$ cat config.mk
export PLATFORM = sky130hd
export DESIGN_NAME = casc_timer_pair
export DESIGN_NICKNAME = d
export VERILOG_FILES = /design/src/rtl/ctp_pkg.sv /design/src/rtl/ctp_tick.sv /design/src/rtl/ctp_count.sv /design/src/rtl/casc_timer_pair.sv
export SDC_FILE = /design/constraint.sdc
export NUM_CORES = 1
export LEC_CHECK = 0
export CAP_MARGIN = 15
export CORE_MARGIN = 1
export CORE_UTILIZATION = 60
export DETAILED_ROUTE_END_ITERATION = 10
export GPL_ROUTABILITY_DRIVEN = 0
export PLACE_DENSITY = 0.81
export SYNTH_ARGS = -nofsm -noshare
export SYNTH_HDL_FRONTEND = slang
export SYNTH_SLANG_ARGS = --single-unit
$ cat constraint.sdc
create_clock -name clk -period 3.2 [get_ports clk]
set_clock_uncertainty 0.05 [all_clocks]
set_input_delay 0.64 -clock clk [delete_from_list [all_inputs] [get_ports clk]]
set_output_delay 0.64 -clock clk [all_outputs]
set_load 0.02 [all_outputs]
$ cat src/rtl/ctp_pkg.sv
package ctp_pkg;

   localparam logic [2:0] A_CTRL_LO = 3'd0;
   localparam logic [2:0] A_CTRL_HI = 3'd1;
   localparam logic [2:0] A_PER_LO  = 3'd2;
   localparam logic [2:0] A_PER_HI  = 3'd3;
   localparam logic [2:0] A_CNT_LO  = 3'd4;
   localparam logic [2:0] A_CNT_HI  = 3'd5;
   localparam logic [2:0] A_HOLD    = 3'd6;
   localparam logic [2:0] A_FLAGS   = 3'd7;

   localparam int CTRL_W = 8;

   typedef struct packed {
      logic       irq_en;
      logic       join_pair;
      logic       stop_idle;
      logic [1:0] presc;
      logic       gate_en;
      logic       ext_src;
      logic       run;
   } ctrl_t;

endpackage

$ cat src/rtl/ctp_tick.sv
module ctp_tick #(
   parameter int SYNC_STAGES = 2,
   parameter int PRESC_W     = 8
) (
   input  logic       clk,
   input  logic       rst_n,
   input  logic       run,
   input  logic       ext_src,
   input  logic       gate_en,
   input  logic [1:0] presc,
   input  logic       stop_idle,
   input  logic       idle,
   input  logic       ext_in,
   input  logic       gate_in,
   input  logic       presc_clr,
   output logic       tick,
   output logic       gate_fall
);

   if (SYNC_STAGES < 1 || SYNC_STAGES > 2) begin : g_bad_sync
      $error("ctp_tick: SYNC_STAGES must be 1 or 2");
   end
   if (PRESC_W < 8) begin : g_bad_presc
      $error("ctp_tick: PRESC_W must be at least 8");
   end

   logic ext_s, gate_s;
   logic ext_d, gate_d;

   if (SYNC_STAGES == 2) begin : g_sync2
      logic [1:0] e_sh, g_sh;
      always_ff @(posedge clk or negedge rst_n) begin
         if (!rst_n) begin
            e_sh <= '0;
            g_sh <= '0;
         end else begin
            e_sh <= {e_sh[0], ext_in};
            g_sh <= {g_sh[0], gate_in};
         end
      end
      assign ext_s  = e_sh[1];
      assign gate_s = g_sh[1];
   end else begin : g_sync1
      logic e_r, g_r;
      always_ff @(posedge clk or negedge rst_n) begin
         if (!rst_n) begin
            e_r <= 1'b0;
            g_r <= 1'b0;
         end else begin
            e_r <= ext_in;
            g_r <= gate_in;
         end
      end
      assign ext_s  = e_r;
      assign gate_s = g_r;
   end

   always_ff @(posedge clk or negedge rst_n) begin
      if (!rst_n) begin
         ext_d  <= 1'b0;
         gate_d <= 1'b0;
      end else begin
         ext_d  <= ext_s;
         gate_d <= gate_s;
      end
   end

   logic active, src_evt;
   logic [PRESC_W-1:0] pcnt, plim;

   assign active = run & ~(idle & stop_idle);

   always_comb begin
      if (ext_src)      src_evt = ext_s & ~ext_d;
      else if (gate_en) src_evt = gate_s;
      else              src_evt = 1'b1;
   end

   assign gate_fall = active & gate_en & ~ext_src & gate_d & ~gate_s;

   always_comb begin
      case (presc)
         2'd0:    plim = PRESC_W'(0);
         2'd1:    plim = PRESC_W'(7);
         2'd2:    plim = PRESC_W'(63);
         default: plim = PRESC_W'(255);
      endcase
   end

   assign tick = active & src_evt & (pcnt == plim);

   always_ff @(posedge clk or negedge rst_n) begin
      if (!rst_n)                pcnt <= '0;
      else if (presc_clr)        pcnt <= '0;
      else if (active & src_evt) pcnt <= (pcnt == plim) ? '0 : pcnt + 1'b1;
   end

endmodule

$ cat src/rtl/ctp_count.sv
module ctp_count #(
   parameter int CW = 16
) (
   input  logic          clk,
   input  logic          rst_n,
   input  logic          load,
   input  logic [CW-1:0] load_val,
   input  logic          clr,
   input  logic          inc,
   output logic [CW-1:0] cnt
);

   if (CW < 2) begin : g_bad_cw
      $error("ctp_count: CW too small");
   end

   always_ff @(posedge clk or negedge rst_n) begin
      if (!rst_n)    cnt <= '0;
      else if (load) cnt <= load_val;
      else if (clr)  cnt <= '0;
      else if (inc)  cnt <= cnt + 1'b1;
   end

endmodule

$ cat src/rtl/casc_timer_pair.sv
module casc_timer_pair
   import ctp_pkg::*;
#(
   parameter int CW      = 16,
   parameter int PRESC_W = 8,
   parameter int LO_SYNC = 2,
   parameter int HI_SYNC = 1
) (
   input  logic          clk,
   input  logic          rst_n,
   input  logic          bus_we,
   input  logic          bus_re,
   input  logic [2:0]    bus_addr,
   input  logic [CW-1:0] bus_wdata,
   output logic [CW-1:0] bus_rdata,
   input  logic          ext_clk_lo,
   input  logic          ext_clk_hi,
   input  logic          gate_lo,
   input  logic          gate_hi,
   input  logic          idle,
   output logic          irq_lo,
   output logic          irq_hi,
   output logic          trig_lo,
   output logic          trig_hi
);

   localparam int PAD_C = CW - CTRL_W;
   localparam int PAD_F = CW - 2;

   if (CW < CTRL_W) begin : g_bad_width
      $error("casc_timer_pair: CW must hold a control word");
   end

   ctrl_t         ctrl_lo, ctrl_hi;
   logic [CW-1:0] per_lo, per_hi, hold;
   logic [CW-1:0] cnt_lo, cnt_hi;
   logic [1:0]    flags;
   logic          joined;

   logic wr_ctrl_lo, wr_ctrl_hi, wr_per_lo, wr_per_hi;
   logic wr_cnt_lo, wr_cnt_hi, wr_hold, wr_flags, rd_cnt_lo;

   assign wr_ctrl_lo = bus_we & (bus_addr == A_CTRL_LO);
   assign wr_ctrl_hi = bus_we & (bus_addr == A_CTRL_HI);
   assign wr_per_lo  = bus_we & (bus_addr == A_PER_LO);
   assign wr_per_hi  = bus_we & (bus_addr == A_PER_HI);
   assign wr_cnt_lo  = bus_we & (bus_addr == A_CNT_LO);
   assign wr_cnt_hi  = bus_we & (bus_addr == A_CNT_HI);
   assign wr_hold    = bus_we & (bus_addr == A_HOLD);
   assign wr_flags   = bus_we & (bus_addr == A_FLAGS);
   assign rd_cnt_lo  = bus_re & (bus_addr == A_CNT_LO);

   assign joined = ctrl_lo.join_pair;

   // configuration registers
   always_ff @(posedge clk or negedge rst_n) begin
      if (!rst_n) begin
         ctrl_lo <= '0;
         ctrl_hi <= '0;
         per_lo  <= '1;
         per_hi  <= '1;
      end else begin
         if (wr_ctrl_lo) ctrl_lo <= ctrl_t'(bus_wdata[CTRL_W-1:0]);
         if (wr_ctrl_hi) ctrl_hi <= ctrl_t'(bus_wdata[CTRL_W-1:0]);
         if (wr_per_lo)  per_lo  <= bus_wdata;
         if (wr_per_hi)  per_hi  <= bus_wdata;
      end
   end

   // count event sources
   logic tick_lo, tick_hi, gfall_lo, gfall_hi;

   ctp_tick #(.SYNC_STAGES(LO_SYNC), .PRESC_W(PRESC_W)) u_tick_lo (
      .clk       (clk),
      .rst_n     (rst_n),
      .run       (ctrl_lo.run),
      .ext_src   (ctrl_lo.ext_src),
      .gate_en   (ctrl_lo.gate_en),
      .presc     (ctrl_lo.presc),
      .stop_idle (ctrl_lo.stop_idle),
      .idle      (idle),
      .ext_in    (ext_clk_lo),
      .gate_in   (gate_lo),
      .presc_clr (wr_ctrl_lo | wr_cnt_lo),
      .tick      (tick_lo),
      .gate_fall (gfall_lo)
   );

   ctp_tick #(.SYNC_STAGES(HI_SYNC), .PRESC_W(PRESC_W)) u_tick_hi (
      .clk       (clk),
      .rst_n     (rst_n),
      .run       (ctrl_hi.run),
      .ext_src   (ctrl_hi.ext_src),
      .gate_en   (ctrl_hi.gate_en),
      .presc     (ctrl_hi.presc),
      .stop_idle (ctrl_hi.stop_idle),
      .idle      (idle),
      .ext_in    (ext_clk_hi),
      .gate_in   (gate_hi),
      .presc_clr (wr_ctrl_hi | wr_cnt_hi),
      .tick      (tick_hi),
      .gate_fall (gfall_hi)
   );

   // period compare and match routing
   logic lo_at_per, hi_at_per, lo_full;
   logic match32, match_lo, match_hi;

   assign lo_at_per = (cnt_lo == per_lo);
   assign hi_at_per = (cnt_hi == per_hi);
   assign lo_full   = &cnt_lo;
   assign match32   = joined  & tick_lo & lo_at_per & hi_at_per;
   assign match_lo  = ~joined & tick_lo & lo_at_per;
   assign match_hi  = ~joined & tick_hi & hi_at_per;

   logic          hi_load, hi_inc;
   logic [CW-1:0] hi_val;

   assign hi_load = wr_cnt_hi | (joined & wr_cnt_lo);
   assign hi_val  = (joined & wr_cnt_lo) ? hold : bus_wdata;
   assign hi_inc  = joined ? (tick_lo & lo_full) : tick_hi;

   ctp_count #(.CW(CW)) u_cnt_lo (
      .clk      (clk),
      .rst_n    (rst_n),
      .load     (wr_cnt_lo),
      .load_val (bus_wdata),
      .clr      (match32 | match_lo),
      .inc      (tick_lo),
      .cnt      (cnt_lo)
   );

   ctp_count #(.CW(CW)) u_cnt_hi (
      .clk      (clk),
      .rst_n    (rst_n),
      .load     (hi_load),
      .load_val (hi_val),
      .clr      (match32 | match_hi),
      .inc      (hi_inc),
      .cnt      (cnt_hi)
   );

   // holding register for coherent 32-bit access
   always_ff @(posedge clk or negedge rst_n) begin
      if (!rst_n)         hold <= '0;
      else if (wr_hold)   hold <= bus_wdata;
      else if (rd_cnt_lo) hold <= cnt_hi;
   end

   // flags and trigger pulses
   logic [1:0] flag_set, flag_clr;

   assign flag_set[0] = match_lo | (~joined & gfall_lo);
   assign flag_set[1] = match_hi | match32 | (joined & gfall_lo) | (~joined & gfall_hi);
   assign flag_clr    = wr_flags ? bus_wdata[1:0] : 2'b00;

   always_ff @(posedge clk or negedge rst_n) begin
      if (!rst_n) begin
         flags   <= '0;
         trig_lo <= 1'b0;
         trig_hi <= 1'b0;
      end else begin
         flags   <= (flags & ~flag_clr) | flag_set;
         trig_lo <= match_lo;
         trig_hi <= match_hi | match32;
      end
   end

   assign irq_lo = flags[0] & ctrl_lo.irq_en;
   assign irq_hi = flags[1] & ctrl_hi.irq_en;

   // read mux
   always_comb begin
      case (bus_addr)
         A_CTRL_LO: bus_rdata = {{PAD_C{1'b0}}, ctrl_lo};
         A_CTRL_HI: bus_rdata = {{PAD_C{1'b0}}, ctrl_hi};
         A_PER_LO:  bus_rdata = per_lo;
         A_PER_HI:  bus_rdata = per_hi;
         A_CNT_LO:  bus_rdata = cnt_lo;
         A_CNT_HI:  bus_rdata = cnt_hi;
         A_HOLD:    bus_rdata = hold;
         default:   bus_rdata = {{PAD_F{1'b0}}, flags};
      endcase
   end

endmodule

## Yosys cells after proc, flatten, opt, wreduce, memory -nomap -nowiden

Cells that the tools add are included.

| operators by class | value |
|---|---|
| bitwise gates (word level) | 61 |
| add/subtract/negate cells | 4 |
| multiplexer cells | 24 |
| eq/ne operators | 15 |
| reduce and logical (&&, ||, !) cells | 9 |

Operators by type and width:

| operator | count |
|---|---|
| $mux 16 | 9 |
| $pmux 16 s7 | 1 |
| $mux 8 | 6 |
| $pmux 8 s3 | 2 |
| $and 1x1->1 | 41 |
| $add 16x1->16 const B | 2 |
| $eq 16x16->1 | 2 |
| $add 8x1->8 const B | 2 |
| $eq 8x8->1 | 2 |
| $reduce_and 16->1 | 1 |
| $eq 3x3->1 const B | 4 |
| $not 1->1 | 9 |
| $or 1x1->1 | 8 |
| $eq 3x2->1 const B | 2 |
| $reduce_bool 2->1 | 3 |
| $reduce_bool 3->1 | 2 |
| $mux 1 | 5 |
| $eq 2x1->1 const B | 2 |
| $eq 2x2->1 const B | 2 |
| $logic_not 2->1 | 2 |
| $eq 3x1->1 const B | 1 |
| $logic_not 3->1 | 1 |
| $and 2x2->2 | 1 |
| $mux 2 | 1 |
| 2 further kinds | 2 |

| storage, ports and cells | value |
|---|---|
| input port bits | 28 |
| bits in registers | 126 |

## Depth between registers and ports, before layout

Gate-level depths: netlist (run 1).

| logic depth | value |
|---|---|
| depth after elaboration | 12 |
| mapped depth | 11 |

## Cells and area by module

From an unflattened synthesis (run 1), not the netlist that was laid out.

| unflattened totals | value |
|---|---|
| cells, all modules | 731 |
| area total of the unflattened synthesis | 7647.3 µm² |

Modules (own cells, without submodules):

| module | area an instance (µm²) | seq. area each (µm²) | cells each | instances |
|---|---|---|---|---|
| casc_timer_pair | 4327.9 | 1741.7 | 371 | 1 |
| ctp_count at u_cnt_hi | 953.4 | 400.4 | 109 | 1 |
| ctp_count at u_cnt_lo | 949.7 | 400.4 | 108 | 1 |
| ctp_tick at u_tick_lo | 725.7 | 350.3 | 72 | 1 |
| ctp_tick at u_tick_hi | 690.7 | 300.3 | 71 | 1 |

## Worst setup path after synthesis (run 1)

OpenSTA, ideal clock, no wires.

| timing path | value |
|---|---|
| path kind | input -> output |
| start | input port bus_addr[2] |
| end | output port bus_rdata[5] |
| cell stages on the path | 6 |
| arrival time | 2.173 ns |
| setup slack | 0.337 ns |
| path buffers | 4 |
| data required time | 2.510 ns |
| cell sequence | clkbuf_1 > clkbuf_1 > buf_2 > clkbuf_1 > nor2_1 > a21oi_1 |

| between the ends | value |
|---|---|
| longest elaborated chain between the ends | 2 |

Ends and longest elaborated chain:

| item | line | RTL |
|---|---|---|
| from (decl) | casc_timer_pair.sv:13 | `input logic [2:0] bus_addr,` |
| $eq 3x3->1, or another cell as far along | casc_timer_pair.sv:174 | `case (bus_addr)` |
| $pmux 16 s7 (*) | casc_timer_pair.sv:174 |  |
| to (decl) | casc_timer_pair.sv:15 | `output logic [CW-1:0] bus_rdata,` |

Every way passes the cells marked *; elsewhere a longest branch is shown, timed or not.

## Worst setup path after layout (run 1)

| timing path | value |
|---|---|
| start | input port bus_addr[0] |
| end | output port bus_rdata[12] |

The elaborated chain is that of the path after synthesis.

==> flow_metrics.env, run 1 <==
export IMPL_portBuffers=47
export IMPL_regToRegSetupSlack_ns=0.24
export IMPL_leakage_nw=3.831
export IMPL_hpwl_um=15450
export IMPL_finalCritPeriodShare_pct=98.30
export IMPL_synthesis_nets=805
export IMPL_ir_worst_vdd_v=0.0004206
export IMPL_hold_class="in -> async"
export IMPL_rsz0062_at_grt="false"
export IMPL_cap_violations=0
export IMPL_yosysSeqAreaShare_pct=42.32
export IMPL_post_synth_num_cell_types=69
export IMPL_ioPinCount=48
export IMPL_postPlaceCellArea_mm2=0.008334
export IMPL_tritoncts="yes"
export IMPL_synth_async_reset_ratio_pct=100.0
export IMPL_cts_made_buffers=17
export IMPL_fmax_ghz=0.3179
export IMPL_grt_pass1_wl_um=34820
export IMPL_r2r_end="u_cnt_hi.cnt[11]$_DFFE_PN0P_"
export IMPL_syn_inst=773
export IMPL_syn_area_per_cell_um2=9.760
export IMPL_ys_flop_type="dfrtp_1"
export IMPL_crit_type="in -> out"
export IMPL_worstSkewPairLatency_ns=0.44
export IMPL_synth_warnings=0
export IMPL_cts_sinks=126
export IMPL_timing_hold_ws_ns=0.06196
export IMPL_required_ns=2.51
export IMPL_cts_root_buf="clkbuf_16"
export IMPL_reg2regPathDepth=8
export IMPL_antenna_left=0
export IMPL_core_mm2=0.01211
export IMPL_initial_core_util_pct=62.29
export IMPL_die_area_mm2=0.01303
export IMPL_rows=40
export IMPL_die_w_um=114.1
export IMPL_p_total_w=0.005905
export IMPL_cp_data_arrival_time_ns=2.46
export IMPL_placed_cells=987
export IMPL_setup_viol=0
export IMPL_grt_max_degree=70
export IMPL_fin_crit_ns=3.146
export IMPL_synth_seq_cells=126
export IMPL_cts_hold_buf=0
export IMPL_wl_per_cell_um=21.49
export IMPL_drt_first_pass_iters=7
export IMPL_via_per_inst=6.590
export IMPL_fillCellCount=843
export IMPL_worst_setup_path_start_kind="input port"
export IMPL_stdcell_area_mm2=0.008974
export IMPL_cp_end_kind="output pin"
export IMPL_track_usage_pct=35.80
export IMPL_final_max_slew_viol_count=0
export IMPL_synthesis_area_mm2=0.007545
export IMPL_maxSlewHeadroom_pct=29.00
export IMPL_ctsLongestPathBuffers=2
export IMPL_status="complete, no violations"
export IMPL_mostFrequentLayoutCell="dfrtp_1"
export IMPL_synth_edf_count=0
export IMPL_cts_htree_levels=4
export IMPL_hold_violations=0
export IMPL_diodes=0
export IMPL_worst_slew_pin_slew_ns=1.061
export IMPL_power_density_mw_per_mm2=658.1
export IMPL_drc=0
export IMPL_r2r_start="u_cnt_lo.cnt[11]$_DFFE_PN0P_"
export IMPL_antenna_found_initial=0
export IMPL_vias=6722
export IMPL_syn2layout_area_growth_pct=18.94
export IMPL_clk_pin_slew_ns=0.05
export IMPL_die_y_um=114.1
export IMPL_grt_pass1_vias=6464
export IMPL_layout_drive_gt1_share_pct=22.54
export IMPL_final_cell_mix="dfrtp_1, nor2_1, nand2_1"
export IMPL_fin_cells=1020
export IMPL_nNetsFinal=871
export IMPL_wirelength_um=21920
export IMPL_grt_overflow=0
export IMPL_path_max_fanout=10
export IMPL_detail_route_iter0_violations=994
[critical path: stages]
cell	delay, ns
clkdlybuf4s50_1	0.47
buf_4	0.18
buf_4	0.23
nor2b_4	0.09
a22o_1	0.20
a221o_1	0.31
dlygate4sd2_1	0.33
[state kept, by name (all words and copies together), names as in the netlist, 2 cells and up]
name and cells:
per_lo 16, u_cnt_lo.cnt 16, u_tick_lo.pcnt 8, u_tick_lo.g_sync2.g_sh 2, ctrl_lo 7, hold 16, u_cnt_hi.cnt 16, ctrl_hi 8
u_tick_hi.pcnt 8, u_tick_lo.g_sync2.e_sh 2, per_hi 16, flags 2
[cell usage after synthesis (all sizes together) (8+ instances only)]
cell type  count  share of area (%)
a21oi         37                2.5
a221o          8                1.1
a22o           9                1.0
a22oi         24                2.7
a31oi         15                1.2
and3          17                1.4
buf           24                2.1
clkbuf        23                1.1
dfrtp         94                 31
dfstp         32                 11
inv           20               0.99
mux2          49                7.3
mux2i         32                4.2
nand2         61                3.0
nand2b        10               0.83
nand3         35                2.3
nand4         12               0.99
nor2          71                3.6
nor3          16                1.3
nor4           8               0.66
o21ai         45                3.0
xnor2         17                2.0
xor2          21                2.4
[worst max-delay path by stage]
stage / slack (ns) / startpoint / endpoint / cells after the start
global placement: -0.32 / bus_addr[2] / bus_rdata[0] / 8
detailed placement: -0.38 / bus_addr[2] / bus_rdata[0] / 8
finish: 0.05 / bus_addr[0] / bus_rdata[12] / 7
global route: 0.002 / bus_addr[0] / bus_rdata[5] / 8
CTS: 0.01 / bus_addr[0] / bus_rdata[0] / 8
floorplan: 0.34 / bus_addr[2] / bus_rdata[5] / 6
[logic make-up after synthesis]
logic type               count (synthesis)  share of synthesized area [%]
multiplexers                            86                          13.05
AO/OA/AOI/OAI                          184                          17.18
AND/OR/NAND/NOR                        267                          17.99
buffers and inverters                   68                          4.378
XOR/XNOR                                38                          4.411
flip-flops                             126                          42.32
adder cells (fa/ha/maj)                  4                         0.6634
[final cells by class]
class	count	area (µm²)	area share (%)
multi-input cells	579	4039	45.01
flip-flops and latches	126	3193	35.58
repair buffers	94	838.3	9.342
clock buffers	21	470.5	5.243
well taps	168	210.2	2.342
clock inverters	11	138.9	1.548
inverters	21	83.83	0.9342
[metal layers]
| metal | global-route usage (%) | share of wire [%] |
|---|---|---|
| met5 | 0 | 0 |
| met4 | 14.37 | 2.9 |
| met3 | 7.358 | 9.2 |
| met2 | 56.36 | 47 |
| met1 | 48.73 | 41 |
[stage by stage]
step / setup TNS [ns] / util [%] / setup WS [ns]
floorplan: 0 / - / 0.3372
global placement: -4.580 / 68.81 / -0.3247
detailed placement: -5.448 / 68.81 / -0.3826
CTS: 0 / 74.14 / 0.01035
global route: 0 / 74.09 / 0.001537
finish: 0 / 74.09 / 0.05434
[report_power, final]
part / internal [W] / switching, W / total (W)
Combinational: 0.000689 / 0.000712 / 0.00140
Sequential: 0.00200 / 0.000505 / 0.00250
Clock: 0.00128 / 0.000723 / 0.00200
Total: 0.00397 / 0.00194 / 0.00591
[repair_timing]
item | CTS | global route
gates cloned | 1 | 0
resized for setup | 24 | 8
setup endpoints to repair | 16 | 8
setup buffers | 0 | 0
pin swaps | 0 | 1
hold endpoints to repair | 0 | 0
No activity file was read; power rests on OpenSTA's default activity.
==> run 2, diff against run 1 <==
- ABC_AREA: not set -> 1
- clock period: 3.2 -> 3.05 ns (I/O delays scaled with it)
==> flow_metrics.env, run 2 <==
export IMPL_status="complete, no violations"
export IMPL_initial_core_util_pct=61.25
export IMPL_max_stage_delay_ns=0.45
export IMPL_cts_sinks=126
export IMPL_ys_flop_type="dfrtp_1"
export IMPL_grt_max_degree=51
export IMPL_leakage_nw=4.405
export IMPL_fillCellCount=1011
export IMPL_regToRegSetupSlack_ns=0.77
export IMPL_grt_pass1_vias=7087
export IMPL_synth_area_top_cells="dfrtp_1, nand2_1, dfstp_2"
export IMPL_rows=41
export IMPL_cp_common_cell="nand2_1"
export IMPL_ir_worst_vdd_v=0.0005429
export IMPL_synthesis_nets=1086
export IMPL_cts_htree_levels=4
export IMPL_cts_root_buf="clkbuf_16"
export IMPL_p_clk_share_pct=29.9
export IMPL_p_int_w=0.004278
export IMPL_critPathBufInv=4
export IMPL_synth_top_area_share_pct=30.55
export IMPL_combPwrFrac_pct=30.4
export IMPL_crit_slowest_cell="clkdlybuf4s50_1"
export IMPL_seqPwrFrac_pct=39.7
export IMPL_worst_slew_pin_slew_ns=0.6149
export IMPL_cts_hold_buf=0
export IMPL_wl_per_cell_um=17.08
export IMPL_dp_worst_setup_slack_ns=-0.3428
export IMPL_mostFrequentLayoutCell="nand2_1"
export IMPL_crit_type="in -> out"
export IMPL_hold_class="in -> async"
export IMPL_die_w_um=115.3
export IMPL_syn_inst=1054
export IMPL_finalCritPeriodShare_pct=99.47
export IMPL_postPlaceCellArea_mm2=0.008542
export IMPL_final_cell_mix="nand2_1, inv_1, dfrtp_1"
export IMPL_switchingPower_w=0.002592
export IMPL_via_per_inst=5.859
export IMPL_core_mm2=0.01257
export IMPL_r2r_end="u_cnt_hi.cnt[1]$_DFFE_PN0P_"
export IMPL_ctsLongestPathBuffers=2
export IMPL_switching_share_pct=37.72
export IMPL_final_max_slew_viol_count=0
export IMPL_worst_setup_path_start_kind="input port"
export IMPL_hold_violations=0
export IMPL_maxSlewHeadroom_pct=58.57
export IMPL_synth_edf_count=0
export IMPL_yosysTopAreaCell="dfrtp_1"
export IMPL_stdcell_area_mm2=0.009101
export IMPL_worstSkewPairLatency_ns=0.43
export IMPL_nNetsFinal=1161
export IMPL_synth_async_reset_ratio_pct=100.0
export IMPL_synth_seq_cells=126
export IMPL_drt_first_pass_iters=6
export IMPL_setup_viol=0
export IMPL_cp_data_arrival_time_ns=2.37
export IMPL_syn2layout_area_growth_pct=18.22
export IMPL_ioPinCount=48
export IMPL_track_usage_pct=36.04
export IMPL_fin_crit_ns=3.034
export IMPL_cap_violations=0
export IMPL_synth_warnings=0
export IMPL_fmax_ghz=0.3296
export IMPL_antenna_left=0
export IMPL_clk_pin_slew_ns=0.06
export IMPL_die_area_mm2=0.01329
export IMPL_vias=7699
export IMPL_reg2regPathDepth=11
export IMPL_syn_area_per_cell_um2=7.304
export IMPL_power_density_mw_per_mm2=754.8
export IMPL_die_y_um=115.3
export IMPL_antenna_found_initial=0
export IMPL_setup_ws_ns=0.01604
export IMPL_tritoncts="yes"
export IMPL_r2r_start="u_cnt_lo.cnt[0]$_DFFE_PN0P_"
export IMPL_yosysSeqAreaShare_pct=41.48
export IMPL_cts_made_buffers=17
export IMPL_yosys_top_cells_count="nand2_1, inv_1, dfrtp_1"
export IMPL_cp_end_kind="output pin"
export IMPL_synth_most_common_cell="nand2_1"
export IMPL_required_ns=2.39
export IMPL_wirelength_um=22440
export IMPL_drc=0
export IMPL_critical_path_top_delay_family="buffers and inverters"
export IMPL_diodes=0
export IMPL_crit_chain="clkdlybuf4s50_1 -> buf_6 -> nand2_1 -> inv_1 -> nand2_1 -> o21ai_0 -> a2111oi_0 -> o211ai_1 -> buf_4"
export IMPL_path_max_fanout=6
export IMPL_portBuffers=47
export IMPL_grt_overflow=0
export IMPL_hpwl_um=16520
export IMPL_synthesis_area_mm2=0.007699
export IMPL_layout_drive_gt1_share_pct=15.15
export IMPL_post_synth_num_cell_types=45
export IMPL_detail_route_iter0_violations=1017
export IMPL_grt_pass1_wl_um=36000
==> run 2: final cells by class <==
| class | count | area, µm² | area share (%) |
|---|---|---|---|
| clock inverter | 11 | 141.4 | 1.553 |
| clock buffer | 21 | 450.4 | 4.949 |
| inverter | 146 | 548.0 | 6.021 |
| multi-input combinational | 749 | 3804 | 41.79 |
| timing repair buffer | 89 | 749.5 | 8.235 |
| tap | 172 | 215.2 | 2.365 |
| sequential | 126 | 3193 | 35.08 |
==> run 2: how the worst max path moves through the flow <==
stage / startpoint / cells after the start / slack, ns / end
finish: bus_addr[2] / 9 / 0.02 / bus_rdata[5]
global route: bus_addr[2] / 9 / -0.009 / bus_rdata[5]
CTS: bus_addr[1] / 8 / 0.0005 / bus_rdata[13]
detailed placement: bus_addr[0] / 8 / -0.34 / bus_rdata[8]
global placement: bus_addr[1] / 9 / -0.30 / bus_rdata[8]
floorplan: bus_addr[1] / 7 / 0.75 / bus_rdata[11]
==> run 2: logic make-up (layout without fill, tap and decap cells) <==
group                      count (synthesis)  after routing  synth area share [%]
DFF                                      126            126                 41.48
buffers and inverters                    179            267                 9.459
adders and majority gates                  4              4                0.6501
xor gates and xnor gates                  27             27                 3.072
AOI/OAI and AO/OA                        216            216                 17.37
and+or+nand+nor                          502            502                 27.97
==> run 2: worst register-to-register path: stages (launching register included) <==
cell     delay, ns
dfrtp_1       0.39
ha_1          0.21
nand3_1       0.13
nor2_1        0.12
nand2_1       0.09
nor2_1        0.26
nand4_1       0.15
nor2_1        0.34
nor2_4        0.11
buf_4         0.19
nand3_1       0.08
nand2_1       0.06
==> run 2: power groups by stage <==
stage               clock network, W  logic [W]  registers (W)
finish                       0.00205    0.00209        0.00273
global route                 0.00214    0.00236        0.00278
CTS                          0.00207    0.00207        0.00270
detailed placement                 0    0.00207        0.00271
global placement                   0    0.00202        0.00270
floorplan                          0    0.00155        0.00252
==> run 2: routing by layer <==
metal  GRT usage [%]  part of all wire (%)  up-vias
met5               0                     0        -
met4           14.89                   3.2        0
met3           7.433                   9.8       63
met2           54.42                    45      385
met1           50.60                    42     3627
li1                -                     -     3624
==> run 2: stage by stage <==
stage / TNS (ns) / std cells / utilization (%) / hold slack (ns) / total power, W
after global routing: -0.009232 / 1314 / 72.41 / 0.1093 / 0.007279
after detailed placement: -4.389 / 1282 / 67.96 / 0.2918 / 0.004785
after global placement: -3.909 / 1282 / 67.96 / 0.2830 / 0.004717
after CTS: 0 / 1314 / 72.67 / 0.09481 / 0.006830
after floorplan: 0 / 1054 / - / 0.2644 / 0.004071
final: 0 / 1314 / 72.41 / 0.07946 / 0.006870
==> run 2: repair_timing <==
item | in CTS | in global routing
pin swaps | 1 | 3
gates resized for setup | 31 | 39
endpoints found under the hold margin | 0 | 0
endpoints found under the setup margin | 16 | 16
buffers inserted | 0 | 0
